==> src/rtl/entropy_csr_pkg.sv <==
package entropy_csr_pkg;

  typedef enum logic [1:0] {
    OP_READ  = 2'd0,
    OP_WRITE = 2'd1,
    OP_SET   = 2'd2,
    OP_CLEAR = 2'd3
  } csr_op_e;

  typedef enum logic [1:0] {
    ST_BIST = 2'b00,
    ST_WAIT = 2'b01,
    ST_ES16 = 2'b10,
    ST_DEAD = 2'b11
  } ent_status_e;

  localparam logic [1:0] PRIV_MACHINE = 2'b11;
  localparam int SEED_W = 16;

  // Builds the 32-bit entropy word; the seed is masked outside ES16.
  function automatic logic [31:0] pack_entropy(input ent_status_e st,
                                               input logic [SEED_W-1:0] seed);
    logic [31:0] w;
    w        = '0;
    w[31:30] = st;
    if (st == ST_ES16) w[SEED_W-1:0] = seed;
    return w;
  endfunction

  // Next value of the noise-test bit for a given write form.
  function automatic logic noise_next(input csr_op_e op, input logic cur,
                                      input logic bit_in);
    case (op)
      OP_WRITE: return bit_in;
      OP_SET:   return cur | bit_in;
      OP_CLEAR: return cur & ~bit_in;
      default:  return cur;
    endcase
  endfunction

endpackage

==> src/rtl/entropy_access_chk.sv <==
module entropy_access_chk
  import entropy_csr_pkg::*;
#(
  parameter logic [11:0] ENT_ADDR   = 12'h015,
  parameter logic [11:0] NOISE_ADDR = 12'h7A9
) (
  input  logic        req_i,
  input  logic [11:0] addr_i,
  input  csr_op_e     op_i,
  input  logic [1:0]  priv_i,
  input  logic        src_zero_i,
  output logic        sel_ent_o,
  output logic        sel_noise_o,
  output logic        illegal_o,
  output logic        ent_read_ok_o,
  output logic        noise_read_ok_o,
  output logic        noise_wr_en_o
);
  logic wants_write;
  logic priv_ok;

  always_comb begin
    sel_ent_o   = req_i && (addr_i == ENT_ADDR);
    sel_noise_o = req_i && (addr_i == NOISE_ADDR);
    priv_ok     = (priv_i == PRIV_MACHINE);
    // WRITE always writes; SET/CLEAR write only with a non-zero source.
    wants_write = (op_i == OP_WRITE) ||
                  (((op_i == OP_SET) || (op_i == OP_CLEAR)) && !src_zero_i);
    illegal_o   = ((sel_ent_o || sel_noise_o) && !priv_ok) ||
                  (sel_ent_o && wants_write);
    ent_read_ok_o   = sel_ent_o && !illegal_o;
    noise_read_ok_o = sel_noise_o && !illegal_o;
    noise_wr_en_o   = noise_read_ok_o && wants_write;
  end
endmodule

==> src/rtl/entropy_sample_buf.sv <==
module entropy_sample_buf
  import entropy_csr_pkg::*;
(
  input  logic              clk_i,
  input  logic              rst_ni,
  input  logic              smp_valid_i,
  input  logic [SEED_W-1:0] smp_data_i,
  input  logic              consume_i,
  output logic              fresh_o,
  output logic [SEED_W-1:0] seed_o
);
  always_ff @(posedge clk_i) begin
    if (!rst_ni) begin
      fresh_o <= 1'b0;
      seed_o  <= '0;
    end else if (smp_valid_i) begin
      fresh_o <= 1'b1;
      seed_o  <= smp_data_i;
    end else if (consume_i) begin
      fresh_o <= 1'b0;
    end
  end

  AST_CONSUME_CLEARS: assert property (@(posedge clk_i) disable iff (!rst_ni)
    consume_i && !smp_valid_i |=> !fresh_o);
  AST_SAMPLE_KEPT: assert property (@(posedge clk_i) disable iff (!rst_ni)
    smp_valid_i |=> fresh_o && seed_o == $past(smp_data_i));
endmodule

==> src/rtl/noise_test_reg.sv <==
module noise_test_reg
  import entropy_csr_pkg::*;
#(
  parameter bit IMPL = 1'b1
) (
  input  logic    clk_i,
  input  logic    rst_ni,
  input  logic    wr_en_i,
  input  csr_op_e op_i,
  input  logic    bit_i,
  output logic    noise_o
);
  generate
    if (IMPL) begin : g_impl
      logic noise_q;
      always_ff @(posedge clk_i) begin
        if (!rst_ni)      noise_q <= 1'b0;
        else if (wr_en_i) noise_q <= noise_next(op_i, noise_q, bit_i);
      end
      assign noise_o = noise_q;
    end else begin : g_absent
      assign noise_o = 1'b0;
      AST_NOISE_ABSENT: assert property (@(posedge clk_i) disable iff (!rst_ni)
        wr_en_i |=> !noise_o);
    end
  endgenerate

  AST_NOISE_STABLE: assert property (@(posedge clk_i) disable iff (!rst_ni)
    !wr_en_i |=> $stable(noise_o));
endmodule

==> src/rtl/entropy_csr_top.sv <==
module entropy_csr_top
  import entropy_csr_pkg::*;
#(
  parameter int          XLEN       = 64,
  parameter bit          NOISE_IMPL = 1'b1,
  parameter logic [11:0] ENT_ADDR   = 12'h015,
  parameter logic [11:0] NOISE_ADDR = 12'h7A9
) (
  input  logic              clk_i,
  input  logic              rst_ni,
  input  logic              csr_req_i,
  input  logic [11:0]       csr_addr_i,
  input  logic [1:0]        csr_op_i,
  input  logic [XLEN-1:0]   csr_wdata_i,
  input  logic [1:0]        csr_priv_i,
  input  logic              csr_src_zero_i,
  input  logic              smp_valid_i,
  input  logic [SEED_W-1:0] smp_data_i,
  output logic              rsp_valid_o,
  output logic              rsp_hit_o,
  output logic              rsp_illegal_o,
  output logic [XLEN-1:0]   rsp_rdata_o
);
  localparam int WORD_W = 32;

  csr_op_e           op;
  logic              sel_ent, sel_noise, illegal;
  logic              ent_read_ok, noise_read_ok, noise_wr_en;
  logic              noise_q, fresh, consume;
  logic [SEED_W-1:0] seed;
  ent_status_e       status;
  logic [WORD_W-1:0] word;
  logic [XLEN-1:0]   rdata_d;

  assign op = csr_op_e'(csr_op_i);

  entropy_access_chk #(.ENT_ADDR(ENT_ADDR), .NOISE_ADDR(NOISE_ADDR)) u_chk (
    .req_i          (csr_req_i),
    .addr_i         (csr_addr_i),
    .op_i           (op),
    .priv_i         (csr_priv_i),
    .src_zero_i     (csr_src_zero_i),
    .sel_ent_o      (sel_ent),
    .sel_noise_o    (sel_noise),
    .illegal_o      (illegal),
    .ent_read_ok_o  (ent_read_ok),
    .noise_read_ok_o(noise_read_ok),
    .noise_wr_en_o  (noise_wr_en)
  );

  noise_test_reg #(.IMPL(NOISE_IMPL)) u_noise (
    .clk_i  (clk_i),
    .rst_ni (rst_ni),
    .wr_en_i(noise_wr_en),
    .op_i   (op),
    .bit_i  (csr_wdata_i[31]),
    .noise_o(noise_q)
  );

  // A sample is consumed only by a legal read that reports ES16.
  assign consume = ent_read_ok && !noise_q && fresh;

  entropy_sample_buf u_buf (
    .clk_i      (clk_i),
    .rst_ni     (rst_ni),
    .smp_valid_i(smp_valid_i),
    .smp_data_i (smp_data_i),
    .consume_i  (consume),
    .fresh_o    (fresh),
    .seed_o     (seed)
  );

  always_comb begin
    if (noise_q)    status = ST_BIST;
    else if (fresh) status = ST_ES16;
    else            status = ST_WAIT;
    word = '0;
    if (ent_read_ok)        word = pack_entropy(status, seed);
    else if (noise_read_ok) word[31] = noise_q;
    rdata_d = '0;
    rdata_d[WORD_W-1:0] = word;
  end

  always_ff @(posedge clk_i) begin
    if (!rst_ni) begin
      rsp_valid_o   <= 1'b0;
      rsp_hit_o     <= 1'b0;
      rsp_illegal_o <= 1'b0;
      rsp_rdata_o   <= '0;
    end else begin
      rsp_valid_o   <= csr_req_i;
      rsp_hit_o     <= sel_ent || sel_noise;
      rsp_illegal_o <= illegal;
      rsp_rdata_o   <= rdata_d;
    end
  end

  AST_LOW_PRIV_TRAP: assert property (@(posedge clk_i) disable iff (!rst_ni)
    (sel_ent || sel_noise) && csr_priv_i != PRIV_MACHINE
      |=> rsp_illegal_o && rsp_rdata_o == '0);
  AST_ENT_WRITE_TRAP: assert property (@(posedge clk_i) disable iff (!rst_ni)
    sel_ent && op == OP_WRITE |=> rsp_illegal_o);
  AST_ENT_NO_CONSUME_ON_TRAP: assert property (@(posedge clk_i) disable iff (!rst_ni)
    illegal |-> !consume && !noise_wr_en);
  AST_PURE_READ_LEGAL: assert property (@(posedge clk_i) disable iff (!rst_ni)
    sel_ent && csr_priv_i == PRIV_MACHINE && csr_src_zero_i && op != OP_WRITE
      |=> !rsp_illegal_o);
  AST_SEED_MASKED: assert property (@(posedge clk_i) disable iff (!rst_ni)
    rsp_valid_o && rsp_rdata_o[31:30] != ST_ES16 |-> rsp_rdata_o[15:0] == '0);
  AST_BIST_FORCED: assert property (@(posedge clk_i) disable iff (!rst_ni)
    ent_read_ok && noise_q |=> rsp_rdata_o[31:30] == ST_BIST);
  AST_BIST_NO_CONSUME: assert property (@(posedge clk_i) disable iff (!rst_ni)
    noise_q |-> !consume);
  AST_IDLE_QUIET: assert property (@(posedge clk_i) disable iff (!rst_ni)
    !csr_req_i |=> !rsp_valid_o && !rsp_hit_o && !rsp_illegal_o && rsp_rdata_o == '0);
  AST_REQ_ANSWERED: assert property (@(posedge clk_i) disable iff (!rst_ni)
    csr_req_i |=> rsp_valid_o);

  generate
    if (XLEN > WORD_W) begin : g_upper_chk
      AST_UPPER_ZERO: assert property (@(posedge clk_i) disable iff (!rst_ni)
        rsp_rdata_o[XLEN-1:WORD_W] == '0);
    end
  endgenerate
endmodule

==> config.mk <==
export PLATFORM = sky130hd
export DESIGN_NAME = entropy_csr_top
export DESIGN_NICKNAME = d
export VERILOG_FILES = /design/src/rtl/entropy_csr_pkg.sv /design/src/rtl/entropy_access_chk.sv /design/src/rtl/entropy_sample_buf.sv /design/src/rtl/noise_test_reg.sv /design/src/rtl/entropy_csr_top.sv
export SDC_FILE = /design/constraint.sdc
export NUM_CORES = 1
export LEC_CHECK = 0
export BUFFER_PORTS_ARGS = -buffer_cell sky130_fd_sc_hd__buf_2
export CORE_MARGIN = 1
export CORE_UTILIZATION = 39
export DETAILED_ROUTE_END_ITERATION = 7
export GPL_TIMING_DRIVEN = 0
export PLACE_DENSITY = 0.85
export SLEW_MARGIN = 20
export SYNTH_ARGS = -nofsm -noshare
export SYNTH_HDL_FRONTEND = slang
export SYNTH_SLANG_ARGS = --single-unit
==> constraint.sdc <==
create_clock -name clk_i -period 4.29 [get_ports clk_i]
set_input_delay 1.0725 -clock clk_i [delete_from_list [all_inputs] [get_ports clk_i]]
set_output_delay 1.0725 -clock clk_i [all_outputs]
set_load 0.01 [all_outputs]
# [Word level (Yosys, flattened, before mapping)]
# Cells that the tools add are included.
[word_totals] regBits=85 latch_bits=0 ramBits=0 rom_bits=0 inputBits=101 out_inout_bits=67 memories=0
[op_classes] add_sub_neg=0 n_mul=0 div=0 magnitude_cmp=0 n_eq_ne=7 n_shift=0 muxes=7 bitwise_logic=3 n_reduce_logical=23
[ops] cell="$eq A12 B11 Y1 const B" n=1
[ops] cell="$eq A12 B5 Y1 const B" n=1
[ops] cell="$logic_and A1 B1 Y1" n=10
[ops] cell="$eq A2 B2 Y1 const B" n=4
[ops] cell="$logic_not A1 Y1" n=4
[ops] cell="$logic_or A1 B1 Y1" n=4
[ops] cell="$mux W1" n=4
[ops] cell="$mux W2" n=2
[ops] cell="$reduce_and A2 Y1" n=2
[ops] cell="$pmux W1 S3" n=1
[ops] cell="$reduce_and A3 Y1" n=1
[ops] cell="$reduce_bool A3 Y1" n=1
[ops] cell="$eq A2 B1 Y1 const B" n=1
[ops] cell="$reduce_bool A2 Y1" n=1
[ops] cell="$and A1 B1 Y1" n=1
[ops] cell="$not A1 Y1" n=1
[ops] cell="$or A1 B1 Y1" n=1

# [Logic depth before layout (Yosys ltp)]
[depth] ltp_word=12 depth_mapped=5

# [By module]
# From an unflattened synthesis, not the netlist that was laid out.
[hier_totals] cells_unflattened=175 area_unflattened_um2=1830.5
[modules_own_cells] mod="entropy_csr_top" instances=1 cells_per_inst=94 area_per_inst_um2=944.7 seq_area_each_um2=420.4
[modules_own_cells] mod="entropy_sample_buf" instances=1 cells_per_inst=54 area_per_inst_um2=649.4 seq_area_each_um2=340.3
[modules_own_cells] mod="entropy_access_chk" instances=1 cells_per_inst=20 area_per_inst_um2=173.9 seq_area_each_um2=0.0
[modules_own_cells] mod="noise_test_reg" instances=1 cells_per_inst=7 area_per_inst_um2=62.6 seq_area_each_um2=20.0

# [Least setup slack after synthesis]
# Ideal clock, no wire load.
[synth_path] kind="in2reg" startpoint="input csr_addr_i[7]" endpoint="register rsp_rdata_o[10]" setup_time_ns=0.059 arrival_time_ns=2.229 required_ns=4.231 path_slack_ns=2.002 cell_stages=5 path_buffers=1 path_cell_list="or4_4 nor2_4 and4_4 buf_6 and2_1"
[synth_via] elab_chain_cells=8 word_cells_on_any_way=11
[synth_lines] item="start, declared" line="entropy_csr_top.sv:12" text="input logic [11:0] csr_addr_i,"
[synth_lines] item="$eq A12 B5 Y1 or $eq A12 B11 Y1 (tied branches)" line="entropy_access_chk.sv:23, entropy_access_chk.sv:24"
[synth_lines] item="$logic_and A1 B1 Y1 (on tied branches)" line="entropy_access_chk.sv:23, entropy_access_chk.sv:24"
[synth_lines] item="$logic_or A1 B1 Y1" line="entropy_access_chk.sv:29" text="illegal_o = ((sel_ent_o || sel_noise_o) && !priv_ok) ||"
[synth_lines] item="$logic_and A1 B1 Y1" line="entropy_access_chk.sv:29"
[synth_lines] item="$logic_or A1 B1 Y1" line="entropy_access_chk.sv:29"
[synth_lines] item="$logic_not A1 Y1" line="entropy_access_chk.sv:31" text="ent_read_ok_o = sel_ent_o && !illegal_o;"
[synth_lines] item="$logic_and A1 B1 Y1 *" line="entropy_access_chk.sv:31"
[synth_lines] item="$reduce_and A3 Y1 (no source line) *"
[synth_lines] item="end signal, assigned" line="entropy_csr_top.sv:94" text="rsp_rdata_o <= rdata_d;"
[synth_lines] item="end, declared" line="entropy_csr_top.sv:22" text="output logic [XLEN-1:0] rsp_rdata_o"
# Every way passes the cells marked *; elsewhere a longest branch is shown, timed or not.
# A chain may end at the register's enable or synchronous reset.

# [Final worst setup path]
# Ends and elaborated chain as after synthesis.

==> flow_metrics.env <==
export IMPL_clk_pin_slew_worst_paths_ns=0.07
export IMPL_clk_latency_ns=0.29
export IMPL_reg2regPathDepth=4
export IMPL_reg2reg_slack_ns=2.82
export IMPL_antenna_found_initial=0
export IMPL_synth_area_per_cell_sq_um=10.1
export IMPL_num_io_pins=168
export IMPL_port_buffers=57
export IMPL_grt_max_degree=13
export IMPL_synth_top_family_by_area="buffers and inverters"
export IMPL_fin_util_pct=55.0
export IMPL_r2r_end="rsp_rdata_o[10]"
export IMPL_endpoint="rsp_rdata_o[10]"
export IMPL_drt_iter0_markers=20
export IMPL_cts_path_max_buffers=2
export IMPL_core_area_sq_mm=0.00435
export IMPL_finalSetupTns_ns=0
export IMPL_antennaDiodeCount=0
export IMPL_maxCapViolations=0
export IMPL_ctsResizeCount=0
export IMPL_worstMarginPinSlew_ns=0.503
export IMPL_path_buf_inv=2
export IMPL_max_slew_margin_rel_pct=66.5
export IMPL_power_frac_comb_pct=12.9
export IMPL_layout_nets=385
export IMPL_p_int_uw=615
export IMPL_die_x_microns=69.2
export IMPL_yosysWarnings=0
export IMPL_synthesis_area_sq_mm=0.00176
export IMPL_cpPeakStageDelay_ns=0.54
export IMPL_p_leak_uw=0.00129
export IMPL_final_hold_viol_count=0
export IMPL_ir_worst_vdd_uv=175
export IMPL_cts_htree_levels=2
export IMPL_holdPathStages=1
export IMPL_setup_violations=0
export IMPL_yosysTopAreaCell="dfxtp_1"
export IMPL_synth_distinct_cells=28
export IMPL_synth_simple_gate_area_share_pct=21.5
export IMPL_synth_seq_cells=39
export IMPL_grt_ovfl_total=0
export IMPL_start_util_pct=40.4
export IMPL_post_cts_setup_buffer_count=0
export IMPL_syn_instance_count=175
export IMPL_skew_ns=0.00169
export IMPL_grt_met2_usage_pct=23.0
export IMPL_maxSlewViolCount=0
export IMPL_swShare_pct=22.1
export IMPL_switchingPower_uw=174
export IMPL_final_common_cell="buf_2"
export IMPL_crit_family="simple AND/OR/NAND/NOR gates"
export IMPL_min_period_ns=2.23
export IMPL_cp_start_kind="input pin"
export IMPL_drt_pass1_iter_count=4
export IMPL_final_cells=337
export IMPL_fmax_mhz=449
export IMPL_grt_busiest_layer="met2"
export IMPL_track_usage_pct=13.0
export IMPL_outcome="finished clean"
export IMPL_rows=24
export IMPL_die_h_microns=69.2
export IMPL_use_met3_pct=4.09
export IMPL_syn2layout_area_growth_pct=36.2
export IMPL_layout_drive_gt1_share_pct=41.1
export IMPL_cts_hold_buf=0
export IMPL_period_share_pct=52.0
export IMPL_cp_depth=6
export IMPL_hold_path_class="register to register"
export IMPL_seq_power_share_pct=47.6
export IMPL_ctsRootBufferMaster="clkbuf_8"
export IMPL_use_met1_pct=14.2
export IMPL_startpoint="csr_addr_i[7]"
export IMPL_numCtsBuffers=5
export IMPL_crit_path_end_kind="register"
export IMPL_viasPerCell=4.09
export IMPL_hpwlAfterDp_microns=2530
export IMPL_gp_congestion=0.784
export IMPL_dp_cells=329
export IMPL_clkPwrFrac_pct=39.5
export IMPL_die_area_sq_mm=0.00478
export IMPL_synth_area_top_cells="dfxtp_1 44%, buf_4 20%, mux2i_1 9.1%"
export IMPL_wl_per_cell_microns=9.09
export IMPL_num_vias=1377
export IMPL_grt_pass1_vias=1234
export IMPL_seq_area_frac_synth_pct=44.4
export IMPL_worstPathCellList="buf_2 -> or4_4 -> nor2_4 -> and4_4 -> buf_6 -> and2_1"
export IMPL_synthXorXnorAreaFrac_pct=0
export IMPL_synth_compound_area_share_pct=3.20
export IMPL_drt_total_wl_microns=3060
export IMPL_p_per_area_mw_per_mm2=329
export IMPL_rsz0062_at_grt="no"
export IMPL_clkSinkCount=39
export IMPL_critPathRequiredTime_ns=4.53
export IMPL_synthAdderAreaFrac_pct=0
export IMPL_muxShareOfSynthArea_pct=9.10
export IMPL_worstSetupPathType="input pin to register"
export IMPL_crit_fanout=10
export IMPL_ant_nets=0
export IMPL_grt_pass1_wl_microns=5000
export IMPL_mostFrequentLayoutCells="58 x buf_2, 46 x buf_4, 46 x conb_1, 39 x dfxtp_1, 19 x and2_1"
export IMPL_cp_slowest_cell="or4_4"
export IMPL_synth_top_area_share_pct=44.4
export IMPL_remaining_drc_errors=0
export IMPL_cts_tree="yes"
export IMPL_cp_arrival_ns=2.47
export IMPL_timing_rr_start="u_noise.noise_o"
[cell usage after synthesis]
| library cell | number |
|---|---|
| buf_4 | 46 |
| dfxtp_1 | 39 |
| and2_1 | 19 |
| nor2b_1 | 18 |
| mux2i_1 | 16 |
| nand2_1 | 5 |
| nor2_1 | 4 |
| clkbuf_1 | 3 |
| nor4_1 | 3 |
| a21oi_1 | 2 |
| and4_1 | 2 |
| inv_1 | 2 |
| a31o_1 | 1 |
| a41oi_1 | 1 |
| and4_4 | 1 |
| buf_2 | 1 |
| buf_6 | 1 |
| conb_1 | 1 |
| nand4_1 | 1 |
| nor2_4 | 1 |
| nor4b_2 | 1 |
| nor4bb_1 | 1 |
| o21a_1 | 1 |
| o21bai_1 | 1 |
| o22ai_1 | 1 |
| o31ai_1 | 1 |
| or4_4 | 1 |
| or4bb_1 | 1 |
[power by group through the flow]
stage	clock, uW	sequential [uW]	combinational (uW)
floorplan	0	383	76.3
global placement	0	384	98.2
detailed placement	0	384	99.5
CTS	318	376	100
global route	330	377	113
finish	312	376	102
[worst min-delay path by stage]
stage                           from         endpoint
finish               u_buf.seed_o[2]   rsp_rdata_o[2]
global route         u_buf.seed_o[5]   rsp_rdata_o[5]
CTS                  u_buf.seed_o[4]   rsp_rdata_o[4]
detailed placement   u_buf.seed_o[2]   rsp_rdata_o[2]
global placement    u_buf.seed_o[15]  rsp_rdata_o[15]
floorplan           u_buf.seed_o[10]  rsp_rdata_o[10]
[flip-flops by register name, summed over array words and instances (netlist names)]
name / count
rsp_hit_o: 1
rsp_illegal_o: 1
rsp_rdata_o: 18
rsp_valid_o: 1
u_buf.fresh_o: 1
u_buf.seed_o: 16
u_noise.noise_o: 1
[metrics by stage]
stage	hold WS, ns	power, uW	area, sq um	setup WS (ns)
2_1_floorplan	0.429	460	1930	2.00
3_5_place_dp	0.442	484	2280	1.76
4_1_cts	0.459	794	2400	2.07
3_3_place_gp	0.432	482	2280	1.78
6_report	0.457	789	2400	2.06
5_1_grt	0.471	819	2400	2.03
[cell families after synthesis]
kind of cell / count (synthesis)
AND/OR/NAND/NOR: 58
AO/OA/AOI/OAI: 8
multiplexers: 16
other: 1
flip-flops: 39
buffers and inverters: 53
[final cells by class]
type | instances | area, sq um
Fill cell | 366 | 1960
Sequential cell | 39 | 781
Multi-Input combinational cell | 128 | 767
Buffer | 51 | 373
Timing Repair Buffer | 57 | 285
Clock buffer | 6 | 82.6
Tap cell | 52 | 65.1
Clock inverter | 2 | 35.0
Inverter | 2 | 7.51
[routing by layer]
| layer | vias to the layer above | part of all wire, % |
|---|---|---|
| met2 | 82 | 46 |
| li1 | 695 | - |
| met1 | 593 | 41 |
| met3 | 7 | 10 |
| met5 | - | 0 |
| met4 | 0 | 2.1 |
Note: power is estimated with default switching activity, not from simulation.
